[src/rtl/i2c_irq_pkg.sv]
package i2c_irq_pkg;

  typedef enum logic [2:0] {
    S_IDLE, S_START, S_BIT, S_ACK, S_LOAD, S_STOP, S_RST
  } host_st_t;

  // first byte of a transaction: zero slave address plus direction bit
  function automatic logic [7:0] addr_byte(input logic rd);
    return {7'b0000000, rd};
  endfunction

  // bit index 0 is the first bit on the wire (the MSB)
  function automatic logic wire_bit(input logic [7:0] b, input logic [2:0] idx);
    return b[3'd7 - idx];
  endfunction

endpackage

[src/rtl/i2c_qtr_tick.sv]
module i2c_qtr_tick #(
  parameter int QTR_CYC = 25
) (
  input  logic clk,
  input  logic rst_n,
  input  logic hold,
  output logic tick
);
  localparam int CW = (QTR_CYC > 1) ? $clog2(QTR_CYC) : 1;
  localparam logic [CW-1:0] LAST = CW'(QTR_CYC - 1);

  logic [CW-1:0] cnt;

  assign tick = !hold && (cnt == LAST);

  always_ff @(posedge clk) begin
    if (!rst_n || hold || tick) cnt <= '0;
    else                        cnt <= cnt + 1'b1;
  end
endmodule

[src/rtl/i2c_rst_timer.sv]
module i2c_rst_timer #(
  parameter int RST_CYC = 1000
) (
  input  logic clk,
  input  logic rst_n,
  input  logic fire,
  output logic active
);
  localparam int CW = $clog2(RST_CYC + 1);

  logic [CW-1:0] cnt;

  assign active = (cnt != '0);

  always_ff @(posedge clk) begin
    if (!rst_n)      cnt <= '0;
    else if (fire)   cnt <= CW'(RST_CYC);
    else if (active) cnt <= cnt - 1'b1;
  end
endmodule

[src/rtl/i2c_irq_host.sv]
module i2c_irq_host
  import i2c_irq_pkg::*;
#(
  parameter int QTR_CYC = 25,
  parameter int RST_CYC = 1000
) (
  input  logic       clk,
  input  logic       rst_n,
  input  logic       irq_n,
  input  logic       cmd_valid,
  input  logic [7:0] cmd_data,
  input  logic       cmd_last,
  output logic       cmd_ready,
  output logic       rd_valid,
  output logic [7:0] rd_data,
  output logic       busy,
  output logic       err,
  output logic       dev_rst,
  output logic       scl_oe,
  input  logic       sda_i,
  output logic       sda_oe
);

  host_st_t   st;
  logic [1:0] q;          // quarter inside the current bit slot
  logic [2:0] bcnt;       // bit index inside the byte, wire order
  logic [7:0] tx_byte;
  logic [7:0] rx_sh;
  logic       rd_mode, at_addr, last_tx, retried, rx_last, abort;
  logic       sda_low_r, rd_valid_r, err_r;
  logic [7:0] rd_data_r;

  // named internal events
  logic tick, qend, tx_phase, hold;
  logic in_data_slot, in_start, in_stop;
  logic nack_evt, fail_evt, rst_fire, rst_active;

  assign hold         = (st == S_IDLE) || (st == S_LOAD) || (st == S_RST);
  assign qend         = tick && (q == 2'd3);
  assign tx_phase     = !rd_mode || at_addr;
  assign in_data_slot = (st == S_BIT) || (st == S_ACK);
  assign in_start     = (st == S_START);
  assign in_stop      = (st == S_STOP);
  assign nack_evt     = qend && (st == S_ACK) && tx_phase && sda_i;
  assign fail_evt     = nack_evt && retried;
  assign rst_fire     = qend && in_stop && abort;

  i2c_qtr_tick #(.QTR_CYC(QTR_CYC)) u_tick (
    .clk(clk), .rst_n(rst_n), .hold(hold), .tick(tick)
  );

  i2c_rst_timer #(.RST_CYC(RST_CYC)) u_rtim (
    .clk(clk), .rst_n(rst_n), .fire(rst_fire), .active(rst_active)
  );

  always_ff @(posedge clk) begin
    if (!rst_n) begin
      st <= S_IDLE;  q <= '0;  bcnt <= '0;
      tx_byte <= '0; rx_sh <= '0; rd_data_r <= '0;
      rd_mode <= 1'b0; at_addr <= 1'b0; last_tx <= 1'b0; retried <= 1'b0;
      rx_last <= 1'b0; abort <= 1'b0; sda_low_r <= 1'b0;
      rd_valid_r <= 1'b0; err_r <= 1'b0;
    end else begin
      rd_valid_r <= 1'b0;
      if (tick) q <= q + 2'd1;
      case (st)
        S_IDLE: begin
          if (!irq_n || cmd_valid) begin
            rd_mode <= !irq_n;
            tx_byte <= addr_byte(!irq_n);
            st      <= S_START;
            q       <= '0;
            bcnt    <= '0;
            at_addr <= 1'b1;
            retried <= 1'b0;
            last_tx <= 1'b0;
            abort   <= 1'b0;
            err_r   <= 1'b0;
          end
        end
        S_START: begin
          if (tick && q == 2'd1) sda_low_r <= 1'b1;
          if (qend) st <= S_BIT;
        end
        S_BIT: begin
          if (tick && q == 2'd0)
            sda_low_r <= tx_phase ? !wire_bit(tx_byte, bcnt) : 1'b0;
          if (qend) begin
            if (!tx_phase) rx_sh <= {rx_sh[6:0], sda_i};
            bcnt <= bcnt + 3'd1;
            if (bcnt == 3'd7) begin
              st <= S_ACK;
              if (!tx_phase) begin
                rd_valid_r <= 1'b1;
                rd_data_r  <= {rx_sh[6:0], sda_i};
              end
            end
          end
        end
        S_ACK: begin
          if (tick && q == 2'd0) begin
            if (tx_phase) sda_low_r <= 1'b0;
            else begin
              sda_low_r <= !irq_n;
              rx_last   <= irq_n;
            end
          end
          if (qend) begin
            if (tx_phase) begin
              if (!sda_i) begin
                retried <= 1'b0;
                if (at_addr) begin
                  at_addr <= 1'b0;
                  st      <= rd_mode ? S_BIT : S_LOAD;
                end else begin
                  st <= last_tx ? S_STOP : S_LOAD;
                end
              end else if (!retried) begin
                retried <= 1'b1;
                st      <= S_BIT;
              end else begin
                err_r <= 1'b1;
                abort <= 1'b1;
                st    <= S_STOP;
              end
            end else begin
              st <= rx_last ? S_STOP : S_BIT;
            end
          end
        end
        S_LOAD: begin
          q <= '0;
          if (cmd_valid) begin
            tx_byte <= cmd_data;
            last_tx <= cmd_last;
            st      <= S_BIT;
          end
        end
        S_STOP: begin
          if (tick && q == 2'd0) sda_low_r <= 1'b1;
          if (tick && q == 2'd2) sda_low_r <= 1'b0;
          if (qend) st <= abort ? S_RST : S_IDLE;
        end
        S_RST: begin
          if (!rst_active) st <= S_IDLE;
        end
        default: st <= S_IDLE;
      endcase
    end
  end

  assign scl_oe    = (st == S_LOAD) ||
                     ((in_data_slot || in_stop) && !q[1]);
  assign sda_oe    = sda_low_r;
  assign busy      = (st != S_IDLE);
  assign cmd_ready = (st == S_LOAD);
  assign rd_valid  = rd_valid_r;
  assign rd_data   = rd_data_r;
  assign err       = err_r;
  assign dev_rst   = rst_active;

endmodule

[config.mk]
export PLATFORM = sky130hd
export DESIGN_NAME = i2c_irq_host
export DESIGN_NICKNAME = d
export VERILOG_FILES = /design/src/rtl/i2c_irq_pkg.sv /design/src/rtl/i2c_qtr_tick.sv /design/src/rtl/i2c_rst_timer.sv /design/src/rtl/i2c_irq_host.sv
export SDC_FILE = /design/constraint.sdc
export NUM_CORES = 1
export LEC_CHECK = 0
export BUFFER_PORTS_ARGS = -buffer_cell sky130_fd_sc_hd__buf_2
export CORE_MARGIN = 2
export CORE_UTILIZATION = 40
export DETAILED_ROUTE_END_ITERATION = 8
export PLACE_DENSITY = 0.59
export SLEW_MARGIN = 0
export SYNTH_ARGS = -nofsm -noshare
export SYNTH_HDL_FRONTEND = slang
export SYNTH_SLANG_ARGS = --single-unit
[constraint.sdc]
create_clock -name clk -period 4.85 [get_ports clk]
set_input_delay 0.2425 -clock clk [delete_from_list [all_inputs] [get_ports clk]]
set_output_delay 0.2425 -clock clk [all_outputs]
set_load 0.03 [all_outputs]
==> reports/qor.yml <==
pwr:
  p_int_mw: 0.842
  p_sw_share_pct: 39.9
  power_density_nw_per_um2: 464
  power_frac_clock_pct: 18.5
  comb_power_share_pct: 38.9
  power_switching_mw: 0.560
  peakVddDrop_v: 0.000147
  p_leak_nw: 1.25
  p_seq_share_pct: 42.6
synthesis:
  synth.avg_cell_area_sq_um: 8.86
  synth_edf_count: 0
  yosysWarnings: 0
  yosys-top-cells-area: "dfxtp_1 (39%), mux2i_1 (8.3%), nand2_1 (5.6%)"
  ys_seq_area_share_pct: 39.1
  synth_top_area_share_pct: 39.1
  synthArstFlopShare_pct: 0
  synth_area_sq_um: 2760
  netlist_instances: 312
  ys_types: 55
  yosysTopAreaCell: "dfxtp_1"
  synthFlopType: "dfxtp_1"
  syn_nets: 336
  ys_ff_latch: 54
clocking:
  clock-root-buffer: "clkbuf_8"
  cts_buffer_depth: 2
  cts_buffers: 5
  ctsHoldBuffers: 0
  htreeDepth: 2
  cts_setup_buffers: 0
  clk_latency_ns: 0.30
  cts_sinks: 54
  ctsResizeCount: 0
  clk_pin_slew_worst_paths_ns: 0.10
  cts_tree: "built"
routing:
  routed_wirelength_um: 5670
  via_per_inst: 5.43
  firstDrtPassIters: 4
  routedWlPerCell_um: 13.8
  ant_nets: 0
  drt_iter0_drc: 150
  vias: 2239
  route.detailed.drc: 0
floorplan:
  design.core.area_sq_um: 6760
  num_rows: 30
  die_h_um: 87.1
  start_util_pct: 40.9
  io_pins: 29
  die_x_um: 87.1
  dieArea_sq_um: 7590
final_layout:
  diodes: 0
  design_area_sq_um: 3020
  nNetsFinal: 355
  final_cell_mix: "dfxtp_1 (54), nand2_1 (41), nor2_1 (30), buf_2 (28), mux2i_1 (23)"
  final_common_cell: "dfxtp_1"
  drive_above_1_share_pct: 15.7
  area_growth_pct: 9.28
  fillCellCount: 692
critical_path:
  crit_arrival_ns: 2.71
  path_class: "flop to flop"
  start_kind: "flop"
  worst-endpoint-required_ns: 5.08
  end_kind: "flop"
  crit_chain: "inv_1, ha_1, and4b_1, nand4_1, nor2_8, mux2i_1"
  cp_slowest_cell: "nand4_1"
  critPathMaxFanout: 14
  crit_path_max_incr_delay_ns: 0.69
sta:
  clock-skew-final_ns: 0.00491
  fin_tns_setup_ns: 0
  finalHoldViolCount: 0
  fmax_mhz: 403
  period_minus_slack_ns: 2.48
  slew_violations: 0
  period_share_pct: 51.1
  rsz0062_at_grt: "false"
  worst_pin_slew_ns: 0.996
  setup_viol: 0
  relSlewSlack_pct: 33.5
place:
  gp_congestion: 0.770
  io_buffer_count: 28
  place_hpwl_um: 4030
  place_area_sq_um: 2930
grt:
  grt_antenna_before_repair: 0
  grt_pass1_wl_um: 9760
  grt_use_total_pct: 16.0
  grt-ovfl-total: 0
  grt_max_degree: 33
  grt_pass1_vias: 2061
run:
  maxCapViolCount: 0
outcome:
  status: "complete, no violations"
worst_hold_path:
  hold_path.class: "primary input to flop"
path summary, 6_finish.rpt:
| kind | from | to | slack (ns) | cells after the start |
|---|---|---|---|---|
| worst max register to register | u_tick.cnt[0] | rd_data[2] | 2.37 | 6 |
| worst max-delay path | u_tick.cnt[0] | rd_data[2] | 2.37 | 6 |
| worst min register to register | tx_byte[5] | tx_byte[5] | 0.46 | 2 |
| worst min-delay path | cmd_data[1] | tx_byte[1] | 0.19 | 3 |
worst max-delay path: cells and delay by family (launching register included):
family	cells	cell delay, ns
flops	1	0.34
mux	1	0.23
buf+inv	1	0.06
simple gates	3	1.65
fa+ha+maj	1	0.13
flip-flops by register name, summed over array words and instances, names as in the netlist:
signal	count
sda_oe	1
rd_valid	1
tx_byte	8
rx_last	1
last_tx	1
retried	1
st	3
rd_data	8
u_rtim.cnt	10
err	1
bcnt	3
q	2
u_tick.cnt	5
rx_sh	7
at_addr	1
rd_mode	1
kinds of logic (layout without fill, tap and decap cells):
group	count (synthesis)	count (layout)	synth area share [%]
compound gates	57	57	14.5
xor+xnor	5	5	1.58
simple gates	130	130	25.3
mux	25	25	9.96
flops	54	54	39.1
buf+inv	31	51	5.02
fa+ha+maj	10	10	4.53
synthesized netlist by cell type, types with 2 or more instances:
cell type,n
nor3_1,6
mux4_2,2
and3b_1,2
nand3_1,16
clkbuf_1,8
nand4_1,5
mux2i_1,23
a311oi_1,3
a31o_1,2
a21oi_1,20
nor3b_1,4
nor4_4,2
a32o_1,2
xor2_1,2
ha_1,10
or3b_2,2
and3_1,4
buf_4,2
nor2_1,30
buf_2,6
nor2b_1,3
dfxtp_1,54
a211oi_1,3
o21ai_0,4
nand2_1,41
o211ai_1,2
nand4bb_1,2
a31oi_1,3
inv_1,14
nand2b_1,3
xnor2_1,3
a221oi_2,2
and2_1,2
o22ai_1,4
routing by layer:
layer  GRT usage, %  vias up  routed length, um
li1               -     1149                  -
met1           21.3     1057               2710
met2           27.0       31               2750
met3           3.03        2                182
met4           3.50        0                 30
met5              0        -                  0
per-stage QoR:
step | setup WS (ns) | cells | hold WS [ns] | utilization [%] | total power, mW
after global placement | 2.44 | 404 | 0.439 | 43.3 | 1.15
after detailed placement | 2.35 | 404 | 0.445 | 43.3 | 1.16
after global routing | 2.11 | 412 | 0.193 | 44.7 | 1.51
final | 2.37 | 412 | 0.188 | 44.7 | 1.40
after floorplan | 3.16 | 312 | 0.385 | - | 1.06
after CTS | 2.32 | 412 | 0.179 | 44.7 | 1.42
final cells by class:
| type | count | area (sq um) | share of cell area, % |
|---|---|---|---|
| timing repair buffer | 29 | 148 | 4.89 |
| clock buffer | 6 | 82.6 | 2.73 |
| clock inverter | 2 | 12.5 | 0.414 |
| multi-input combinational | 227 | 1540 | 51.1 |
| tap | 80 | 100 | 3.31 |
| inverter | 14 | 52.6 | 1.74 |
| sequential | 54 | 1080 | 35.8 |
power groups by stage:
stage          logic (mW)  clock network [mW]  registers (mW)
2_1_floorplan       0.490                   0           0.569
3_3_place_gp        0.546                   0           0.607
3_5_place_dp        0.550                   0           0.608
4_1_cts             0.553               0.269           0.598
5_1_grt             0.616               0.285           0.613
6_report            0.546               0.259           0.597
Power figures use the tool's default switching activity.
